<file path="src/rtl/trip_pkg.sv">
package trip_pkg;
  localparam int STATUS_W = 3;

  typedef enum logic [2:0] {
    ST_IDLE, ST_RD_ID, ST_WT_ID, ST_RD_CMP, ST_WT_CMP, ST_DECIDE, ST_WR, ST_WT_WR
  } tripState_t;

  typedef struct packed {
    logic takePref;
    logic takeId;
    logic takeCmp;
  } tripCtrl_t;
endpackage

</file>
<file path="src/rtl/trip_dp.sv">
module trip_dp
  import trip_pkg::*;
(
  input  logic                clk,
  input  logic                rstN,
  input  tripCtrl_t           ctrl,
  input  logic                prefDir,
  input  logic                rdBit,
  output logic                dirBit,
  output logic                errFlag,
  output logic [STATUS_W-1:0] status
);
  logic idQ, cmpQ, prefQ;

  always_ff @(posedge clk or negedge rstN) begin
    if (!rstN) begin
      idQ   <= 1'b0;
      cmpQ  <= 1'b0;
      prefQ <= 1'b0;
    end else begin
      if (ctrl.takePref) prefQ <= prefDir;
      if (ctrl.takeId)   idQ   <= rdBit;
      if (ctrl.takeCmp)  cmpQ  <= rdBit;
    end
  end

  always_comb begin
    errFlag = idQ & cmpQ;
    if (errFlag)          dirBit = 1'b0;
    else if (idQ ^ cmpQ)  dirBit = idQ;
    else                  dirBit = prefQ;
    status = {dirBit, cmpQ, idQ};
  end


  pref_used_chk: assert property (@(posedge clk) disable iff (!rstN)
    (!idQ && !cmpQ) |-> (status[2] == prefQ));
endmodule

</file>
<file path="src/rtl/trip_ctrl.sv">
module trip_ctrl
  import trip_pkg::*;
(
  input  logic      clk,
  input  logic      rstN,
  input  logic      start,
  input  logic      errFlag,
  input  logic      slotReady,
  input  logic      slotDone,
  output tripCtrl_t ctrl,
  output logic      slotReq,
  output logic      slotWr,
  output logic      done
);
  tripState_t st, stNext;
  logic doneNext;

  always_comb begin
    stNext   = st;
    ctrl     = '0;
    slotReq  = 1'b0;
    slotWr   = 1'b0;
    doneNext = 1'b0;
    unique case (st)
      ST_IDLE: if (start) begin
        ctrl.takePref = 1'b1;
        stNext = ST_RD_ID;
      end
      ST_RD_ID: begin
        slotReq = 1'b1;
        if (slotReady) stNext = ST_WT_ID;
      end
      ST_WT_ID: if (slotDone) begin
        ctrl.takeId = 1'b1;
        stNext = ST_RD_CMP;
      end
      ST_RD_CMP: begin
        slotReq = 1'b1;
        if (slotReady) stNext = ST_WT_CMP;
      end
      ST_WT_CMP: if (slotDone) begin
        ctrl.takeCmp = 1'b1;
        stNext = ST_DECIDE;
      end
      ST_DECIDE: begin
        if (errFlag) begin
          doneNext = 1'b1;
          stNext = ST_IDLE;
        end else begin
          stNext = ST_WR;
        end
      end
      ST_WR: begin
        slotReq = 1'b1;
        slotWr  = 1'b1;
        if (slotReady) stNext = ST_WT_WR;
      end
      ST_WT_WR: if (slotDone) begin
        doneNext = 1'b1;
        stNext = ST_IDLE;
      end
      default: stNext = ST_IDLE;
    endcase
  end

  always_ff @(posedge clk or negedge rstN) begin
    if (!rstN) begin
      st   <= ST_IDLE;
      done <= 1'b0;
    end else begin
      st   <= stNext;
      done <= doneNext;
    end
  end


  done_pulse_chk: assert property (@(posedge clk) disable iff (!rstN)
    done |=> !done);


  req_hold_chk: assert property (@(posedge clk) disable iff (!rstN)
    (slotReq && !slotReady) |=> (slotReq && $stable(slotWr)));
endmodule

</file>
<file path="src/rtl/single_wire_triplet.sv">
module single_wire_triplet
  import trip_pkg::*;
(
  input  logic                clk,
  input  logic                rstN,
  input  logic                start,
  input  logic                prefDir,
  output logic [STATUS_W-1:0] status,
  output logic                done,
  output logic                slotReq,
  output logic                slotWr,
  output logic                slotBit,
  input  logic                slotReady,
  input  logic                slotDone,
  input  logic                slotRdBit
);
  tripCtrl_t ctrl;
  logic dirBit, errFlag;

  trip_ctrl u_ctrl (
    .clk(clk), .rstN(rstN), .start(start), .errFlag(errFlag),
    .slotReady(slotReady), .slotDone(slotDone), .ctrl(ctrl),
    .slotReq(slotReq), .slotWr(slotWr), .done(done)
  );

  trip_dp u_dp (
    .clk(clk), .rstN(rstN), .ctrl(ctrl), .prefDir(prefDir),
    .rdBit(slotRdBit), .dirBit(dirBit), .errFlag(errFlag), .status(status)
  );

  assign slotBit = slotWr ? dirBit : 1'b1;


  legal_code_chk: assert property (@(posedge clk) disable iff (!rstN)
    done |-> (status inside {3'd0, 3'd2, 3'd3, 3'd4, 3'd5}));


  err_no_write_chk: assert property (@(posedge clk) disable iff (!rstN)
    (slotReq && slotWr) |-> !(status[0] && status[1]));


  write_dir_chk: assert property (@(posedge clk) disable iff (!rstN)
    (slotReq && slotWr) |-> (slotBit == status[2]));
endmodule

</file>
<file path="config.mk">
export PLATFORM = sky130hd
export DESIGN_NAME = single_wire_triplet
export DESIGN_NICKNAME = d
export VERILOG_FILES = /design/src/rtl/trip_pkg.sv /design/src/rtl/trip_dp.sv /design/src/rtl/trip_ctrl.sv /design/src/rtl/single_wire_triplet.sv
export SDC_FILE = /design/constraint.sdc
export NUM_CORES = 1
export LEC_CHECK = 0
export BUFFER_PORTS_ARGS = -buffer_cell sky130_fd_sc_hd__buf_2
export CORE_AREA = 3 3 40 42
export CTS_BUF_LIST = sky130_fd_sc_hd__clkbuf_16
export DETAILED_ROUTE_END_ITERATION = 10
export DIE_AREA = 0 0 43 45
export PLACE_DENSITY = 0.64
export SLEW_MARGIN = 20
export SYNTH_ARGS = -nofsm -noshare
export SYNTH_HDL_FRONTEND = slang
export SYNTH_SLANG_ARGS = --single-unit
</file>
<file path="constraint.sdc">
create_clock -name clk -period 1.9 [get_ports clk]
set_input_delay 0.38 -clock clk [delete_from_list [all_inputs] [get_ports clk]]
set_output_delay 0.38 -clock clk [all_outputs]
set_load 0.01 [all_outputs]
</file>
**After elaboration in Yosys (flattened, before gate mapping)**

Index checks and enable logic that the tools add are counted.

- Logic and storage cells: 45
- Register bits after elaboration: 7
- Output and inout bits: 7
- Input bits: 7

- Bitwise operators: 2
- Muxes and demuxes: 21
- Reductions and logical operators: 3
- Equal/unequal tests: 14

Operators with widths:

| cell | number |
|---|---|
| $mux W3 | 8 |
| $pmux W3 S8 | 1 |
| $ne A2 B2 Y1 const B | 7 |
| $eq A3 B3 Y1 const B | 4 |
| $mux W1 | 11 |
| $reduce_and A7 Y1 | 1 |
| $eq A3 B2 Y1 const B | 2 |
| $eq A3 B1 Y1 const B | 1 |
| $logic_not A3 Y1 | 1 |
| $reduce_or A3 Y1 | 1 |
| $pmux W1 S2 | 1 |
| $and A1 B1 Y1 | 1 |
| $xor A1 B1 Y1 | 1 |

**Longest topological paths before layout**

Gate-level depths: netlist (run 1).

- Word-level depth: 4
- Mapped depth: 4
- Depth with buffers taken out: 4

**Modules after synthesis**

From an unflattened synthesis (run 1), not the netlist that was laid out.

- Cells, all modules: 45
- Area total of the unflattened synthesis: 466.7 sq um

By module, submodules not included:

| module | cells each | instances | area an instance (sq um) |
|---|---|---|---|
| trip_ctrl | 32 | 1 | 295.3 |
| trip_dp | 12 | 1 | 165.2 |
| single_wire_triplet | 1 | 1 | 6.3 |

**Least setup slack after synthesis (run 1)**

Ideal clock, no wire load.

- Kind: flip-flop to output port
- Start: register u_dp.idQ
- End: output port slotBit
- Data required time: 1520 ps
- Slack: 338 ps
- Stages on the path, launching flop included: 5
- Arrival time: 1182 ps
- Cells stage by stage: dfrtp_1 -> ha_1 -> mux2i_1 -> nor2_1 -> or2_2

- Longest elaborated chain between the ends: 4

RTL lines:

| element | RTL line | text |
|---|---|---|
| start: declaration | trip_dp.sv:13 | `logic idQ, cmpQ, prefQ;` |
| start signal: assignment | trip_dp.sv:22 | `if (ctrl.takeId) idQ <= rdBit;` |
| $xor A1 B1 Y1 | trip_dp.sv:30 | `else if (idQ ^ cmpQ) dirBit = idQ;` |
| $mux W1 | trip_dp.sv:30 |  |
| $mux W1 (*) | trip_dp.sv:29 | `if (errFlag) dirBit = 1'b0;` |
| named net dirBit | single_wire_triplet.sv:18 | `logic dirBit, errFlag;` |
| $mux W1 (*) | single_wire_triplet.sv:31 | `assign slotBit = slotWr ? dirBit : 1'b1;` |
| end: declaration | single_wire_triplet.sv:12 | `output logic slotBit,` |

The timed path passes the listed nets; every way through them passes the cells marked *.

**Worst setup path in the final report (run 1)**

- Start: register u_dp.idQ
- End: output port slotBit

- Longest elaborated chain between the ends: 4

RTL lines:

| element | RTL line |
|---|---|
| $xor A1 B1 Y1 | trip_dp.sv:30 |
| $mux W1 | trip_dp.sv:30 |
| $mux W1 (*) | trip_dp.sv:29 |
| $mux W1 (*) | single_wire_triplet.sv:31 |

Mark *: on every way between the ends. The rest lies on a longest branch, timed or not.

==> metrics.txt, run 1 <==
total routing resource utilization after global routing 11.6%; Distinct cells, synth 23; total number of clock tree sinks 7; wire length after detailed routing 958 um; net total in the final layout 72; quantity of I/O buffers inserted on ports 13; DIE AREA 0.00194 mm^2; CP startpoint kind register; minimum clock period 1.85 ns; DRC violations left 0; unrepaired setup endpoints after global routing true; number of routed nets with antenna violations 0; type of the worst setup path reg -> out; clock buffer depth 2; Final period util 97.6%; synthesized instance count 46; Clock Latency Late Sink 0.23 ns; net load switching power 404 uW; transition time at the pin with the least slew margin 0.270 ns; vias in the first global route 364; maximum net fanout on the critical path 2; standard-cell row count 13; die width 43 um; Max Clock Skew 0.00229 ns; worst hold path type in -> reg; global-route wire length before repair 1620 um; routed wire length per instance 12.3 um; commonest cells after routing, fill and taps aside 12 x sky130_fd_sc_hd__buf_2, 7 x sky130_fd_sc_hd__dfrtp_1, 5 x sky130_fd_sc_hd__inv_1; area growth from synthesis to layout 39.5%; ANT cells 0; data required time of the worst path 1.52 ns; I/O pin count 14; Yosys warning total 0; Core Area 0.00128 mm^2; outcome finished clean; register bit total from synthesis 7; fill cell count 132; number of endpoints failing setup at the final stage 0; Clock power frac 30.2%; number of max-capacitance violations reported 0; Iter 0 DRT Violations 3; total number of vias 378; relative contribution of combinational cells to total power 46.1%; number of max-slew violations in the final report 0; Root Driver sky130_fd_sc_hd__clkbuf_16; CTS clk-pin slew, worst paths 0.04 ns; maximum frequency from static timing analysis 539 MHz; CTS buffer count 3; mean area per synthesized cell 9.49 um^2; internal power component 762 uW; most common cell after layout, fill and taps aside sky130_fd_sc_hd__buf_2; Sum Neg Setup Slack 0 ns; residual overflow from global routing 0; leak pwr 0.309 nW; pin count of the biggest net entering global routing 12; total design power 1.17 mW; netlist area before placement 437 um^2; fraction of power spent switching nets 34.7%; largest vdd supply drop 695 uV; max-slew headroom at the worst pin 81.7%; Flop pwr share 23.7%; net count after synthesis 54; RD Place Congestion 0.754; H-tree depth 1; capturing element type of the critical path output pin; CTS tree built; final number of hold-violating endpoints 0; P per Cell Area 1910 mW/mm^2; share of final-layout standard cells stronger than drive strength 1 38.1%; router iterations before antenna repair 4; initial standard-cell utilization of the core 34.0%; vertical die dimension 45 um; average vias per placed instance 4.85; antenna violations before repair 0; post-synthesis sequential area ratio 40.1%; critical path data arrival time 1.47 ns; detailed-placement wirelength estimate 693 um
[per-layer routing]
metal	wire length, um	global-route usage, %	vias to the layer above	part of all wire (%)
met5	0	0	-	0
met4	0	3.61	0	0
met3	78	5.58	0	8.1
met2	429	17.7	12	45
met1	449	14.5	175	47
li1	-	-	191	-
[power groups by stage]
stage | Sequential, mW | Clock [mW] | Combinational (mW)
after floorplan | 0.272 | 0 | 0.405
after CTS | 0.276 | 0.360 | 0.547
after global placement | 0.278 | 0 | 0.479
after global routing | 0.287 | 0.368 | 0.599
final | 0.276 | 0.352 | 0.538
after detailed placement | 0.283 | 0 | 0.486
[cells by family (layout without fill, tap and decap cells)]
logic type                 Yosys count  in the layout  share of synthesized area [%]
and+or+nand+nor                     14             14                           17.5
AOI/OAI and AO/OA                    9              9                           12.6
buffers and inverters                9             26                           12.3
DFF                                  7              7                           40.1
muxes                                6              6                           14.6
adders and majority gates            1              1                           2.86
[repair_timing]
action / CTS / global route
endpoints found under the hold margin: 7 / 0
gates resized for setup: 2 / 0
setup endpoints to repair: 1 / 1
pin swaps: 2 / 2
buffers inserted: 2 / 0
hold buffers: 1 / 0
[Yosys cell counts]
| master | n | area share [%] |
|---|---|---|
| sky130_fd_sc_hd__dfrtp_1 | 7 | 40 |
| sky130_fd_sc_hd__inv_1 | 4 | 3.4 |
| sky130_fd_sc_hd__nand2_1 | 4 | 3.4 |
| sky130_fd_sc_hd__o21ai_0 | 4 | 4.6 |
| sky130_fd_sc_hd__buf_4 | 3 | 5.2 |
| sky130_fd_sc_hd__mux2_2 | 3 | 7.7 |
| sky130_fd_sc_hd__mux2i_1 | 3 | 6.9 |
| sky130_fd_sc_hd__nor2b_1 | 2 | 2.9 |
| sky130_fd_sc_hd__nor3_1 | 2 | 2.3 |
| sky130_fd_sc_hd__a211oi_1 | 1 | 1.7 |
| sky130_fd_sc_hd__a21oi_1 | 1 | 1.1 |
| sky130_fd_sc_hd__a31oi_1 | 1 | 1.4 |
| sky130_fd_sc_hd__and3_1 | 1 | 1.4 |
| sky130_fd_sc_hd__buf_2 | 1 | 1.1 |
| sky130_fd_sc_hd__buf_6 | 1 | 2.6 |
| sky130_fd_sc_hd__ha_1 | 1 | 2.9 |
| sky130_fd_sc_hd__nand2b_1 | 1 | 1.4 |
| sky130_fd_sc_hd__nor2_1 | 1 | 0.86 |
| sky130_fd_sc_hd__nor4b_1 | 1 | 2.0 |
| sky130_fd_sc_hd__o2111ai_1 | 1 | 2.0 |
| sky130_fd_sc_hd__o31ai_1 | 1 | 1.7 |
| sky130_fd_sc_hd__or2_2 | 1 | 1.4 |
| sky130_fd_sc_hd__or4_1 | 1 | 1.7 |
[state kept, by name (all words and copies together) (netlist names)]
signal,flops
u_dp.idQ,1
u_dp.prefQ,1
u_ctrl.st,3
u_dp.cmpQ,1
u_ctrl.done,1
[critical path, cell delays in order (launching register included)]
cell and delay [ns]:
sky130_fd_sc_hd__dfrtp_1 0.37, sky130_fd_sc_hd__ha_1 0.29, sky130_fd_sc_hd__mux2i_1 0.17, sky130_fd_sc_hd__nor2_1 0.06
sky130_fd_sc_hd__or2_4 0.23, sky130_fd_sc_hd__buf_6 0.12
[final timing paths]
path	start	endpoint	slack (ns)	cells past startpoint
worst max-delay path	u_dp.idQ$_DFFE_PN0P_	slotBit	0.05	5
worst min-delay path	prefDir	u_dp.prefQ$_DFFE_PN0P_	0.38	2
worst max register to register	u_ctrl.st[1]$_DFFE_PN0P_	u_ctrl.st[0]$_DFFE_PN0P_	0.58	4
worst min register to register	u_dp.prefQ$_DFFE_PN0P_	u_dp.prefQ$_DFFE_PN0P_	0.51	1
max in group asynchronous	rstN	u_ctrl.st[1]$_DFFE_PN0P_	1.23	2
min in group asynchronous	rstN	u_dp.cmpQ$_DFFE_PN0P_	0.52	2
[final cells by class]
cell class	count	area (um^2)	share of cell area, %
timing repair buffer	18	111	18.3
multi-input combinational	30	210	34.5
clock inverter	1	3.75	0.616
inverter	4	15.0	2.46
sequential	7	175	28.7
clock buffer	3	75.1	12.3
tap	15	18.8	3.08
[stage by stage]
stage	hold slack, ns	area, um^2	setup WS, ns	cells	util (%)
finish	0.384	609	0.0454	78	47.4
detailed placement	0.224	497	0.194	71	38.7
CTS	0.384	609	0.0197	78	47.4
floorplan	0.0844	437	0.338	46	-
global placement	0.222	497	0.223	71	38.7
global route	0.390	609	-0.0307	78	47.4
Note: power is estimated with default switching activity, not from simulation.
==> run 2, diff against run 1 <==
Clock period 1.9 ns to 2 ns, I/O delays scaled along.
==> run 2 against run 1 <==
Against the previous run:
- cell area fell by 0.41%
- combinational power fell by 11%
- global-route usage down 0.75 points
- count of clock-buffer cells in the layout did not move
- largest cell class unchanged
- highest routed layer unchanged
==> metrics.txt, run 2 (synthesis gave the netlist of run 1 again) <==
leak pwr 0.298 nW (was 0.309 nW); net total in the final layout 70 (was 72); worst hold path type in -> reg (unchanged); number of routed nets with antenna violations 0 (unchanged); outcome finished clean (unchanged); standard-cell row count 13 (unchanged); router iterations before antenna repair 4 (unchanged); unrepaired setup endpoints after global routing false (was true); commonest cells after routing, fill and taps aside 12 x sky130_fd_sc_hd__buf_2, 7 x sky130_fd_sc_hd__dfrtp_1, 5 x sky130_fd_sc_hd__inv_1 (unchanged); total number of vias 369 (was 378); net load switching power 381 uW (was 404 uW); Sum Neg Setup Slack 0 ns (unchanged); data required time of the worst path 1.60 ns (was 1.52 ns); number of flip-flops under the largest register name 3 (unchanged); area taken by multi-input logic gates 223 um^2 (was 210 um^2); capturing element type of the critical path output pin (unchanged); detailed-placement wirelength estimate 630 um (was 693 um); most common cell after layout, fill and taps aside sky130_fd_sc_hd__buf_2 (unchanged); total design power 1.11 mW (was 1.17 mW); quantity of I/O buffers inserted on ports 13 (unchanged); Root Driver sky130_fd_sc_hd__clkbuf_16 (unchanged); Final period util 95.9%; number of cell instances on the worst register-to-register path 4 (unchanged); final number of hold-violating endpoints 0 (unchanged); Clock Latency Late Sink 0.23 ns (about the same); max-slew headroom at the worst pin 77.3% (was 81.7%); sequential cell area in the final layout 175 um^2 (unchanged); Most flops, register u_ctrl.st (unchanged); pin count of the biggest net entering global routing 13 (was 12); maximum frequency from static timing analysis 522 MHz; average vias per placed instance 4.86 (was 4.85); Core Area 0.00128 mm^2 (unchanged); routed wire length per instance 11.5 um (was 12.3 um); Clock power frac 29.9% (was 30.2%); largest vdd supply drop 892 uV (was 695 uV); number of endpoints failing setup at the final stage 0 (unchanged); transition time at the pin with the least slew margin 0.341 ns (was 0.270 ns); vertical die dimension 45 um (unchanged); area growth from synthesis to layout 39.0% (was 39.5%); number of max-capacitance violations reported 0 (unchanged); vias in the first global route 342 (was 364); die width 43 um (unchanged); fill cell count 133 (was 132); residual overflow from global routing 0 (unchanged); type of the worst setup path reg -> out (unchanged); critical path data arrival time 1.52 ns (was 1.47 ns); hold-critical path depth 2 (unchanged); DRC violations left 0 (unchanged); total routing resource utilization after global routing 10.8% (was 11.6%); internal power component 726 uW (was 762 uW); ANT cells 0 (unchanged); Flop pwr share 27.0% (was 23.7%); CTS buffer count 3 (unchanged); H-tree depth 1 (unchanged); maximum net fanout on the critical path 4 (was 2); P per Cell Area 1820 mW/mm^2 (was 1910 mW/mm^2); share of final-layout standard cells stronger than drive strength 1 37.7% (was 38.1%); total number of clock tree sinks 7 (unchanged); CTS tree built (unchanged); clock buffer depth 2 (unchanged); initial standard-cell utilization of the core 34.0% (unchanged); CTS clk-pin slew, worst paths 0.03 ns (was 0.04 ns); relative contribution of combinational cells to total power 43.1% (was 46.1%); RD Place Congestion 0.740 (was 0.754); fraction of power spent switching nets 34.4% (was 34.7%); Iter 0 DRT Violations 6 (was 3); minimum clock period 1.92 ns; CP startpoint kind register (unchanged); antenna violations before repair 0 (unchanged); DIE AREA 0.00194 mm^2 (unchanged); Max Clock Skew 0.00253 ns (was 0.00229 ns); number of max-slew violations in the final report 0 (unchanged); I/O pin count 14 (unchanged); wire length after detailed routing 871 um (was 958 um); global-route wire length before repair 1490 um (was 1620 um)
==> run 2: changes by cell type in the layout (fill, tap and decap cells not counted), sizes merged <==
cell,delta
buf,-2
==> run 2: repair_timing <==
action,CTS,global route
endpoints found under the hold margin,3,0
buffers inserted,0,1
endpoints found under the setup margin,0,1
hold buffers,1,0
resized for setup,0,3
==> run 2: metal layers <==
metal  wire [um]  up-vias  part of all wire, %  track usage, %
met2         388       13                   45            15.0
met3          90        0                   10            8.76
met5           0        -                    0               0
li1            -      187                    -               -
met1         392      169                   45            12.5
met4           0        0                    0            3.61
==> run 2: power groups by stage <==
stage | Clock [mW] | Combinational (mW) | Sequential (mW)
after global routing | 0.350 | 0.534 | 0.311
after global placement | 0 | 0.415 | 0.287
after detailed placement | 0 | 0.419 | 0.290
after floorplan | 0 | 0.385 | 0.258
final | 0.331 | 0.478 | 0.299
after CTS | 0.338 | 0.421 | 0.289
==> run 2: final cells by class <==
cell class / count / area share [%]
flip-flops and latches: 7 / 28.9
repair buffers: 16 / 15.9
clock inverters: 1 / 0.619
clock buffers: 3 / 12.4
inverters: 4 / 2.47
well taps: 15 / 3.09
multi-input cells: 30 / 36.7
==> run 2: path summary, 6_finish.rpt <==
path                                          start                       end  slack [ns]
max                            u_dp.idQ$_DFFE_PN0P_                   slotBit        0.08
min                                         prefDir    u_dp.prefQ$_DFFE_PN0P_        0.41
max reg2reg                u_ctrl.st[1]$_DFFE_PN0P_  u_ctrl.st[0]$_DFFE_PN0P_        0.68
min reg2reg                  u_dp.prefQ$_DFFE_PN0P_    u_dp.prefQ$_DFFE_PN0P_        0.50
max in group asynchronous                      rstN  u_ctrl.st[0]$_DFFE_PN0P_        1.31
min in group asynchronous                      rstN  u_ctrl.st[2]$_DFFE_PN0P_        0.53
==> run 2: through the flow <==
stage / instance area (um^2) / util [%] / hold slack, ns / cells / setup slack, ns
after CTS: 578 / 45.0 / 0.406 / 75 / 0.0293
after global placement: 489 / 38.1 / 0.242 / 70 / 0.302
after global routing: 607 / 47.2 / 0.409 / 76 / 0.0168
final: 607 / 47.2 / 0.407 / 76 / 0.0825
after floorplan: 437 / - / 0.104 / 46 / 0.418
after detailed placement: 489 / 38.1 / 0.241 / 70 / 0.272
==> run 2: worst max-delay path, cell delays in order (launching register included) <==
cell and delay [ns]:
sky130_fd_sc_hd__dfrtp_1 0.42, sky130_fd_sc_hd__ha_4 0.28, sky130_fd_sc_hd__mux2i_1 0.17, sky130_fd_sc_hd__nor2_1 0.08, sky130_fd_sc_hd__or2_4 0.23, sky130_fd_sc_hd__buf_6 0.12
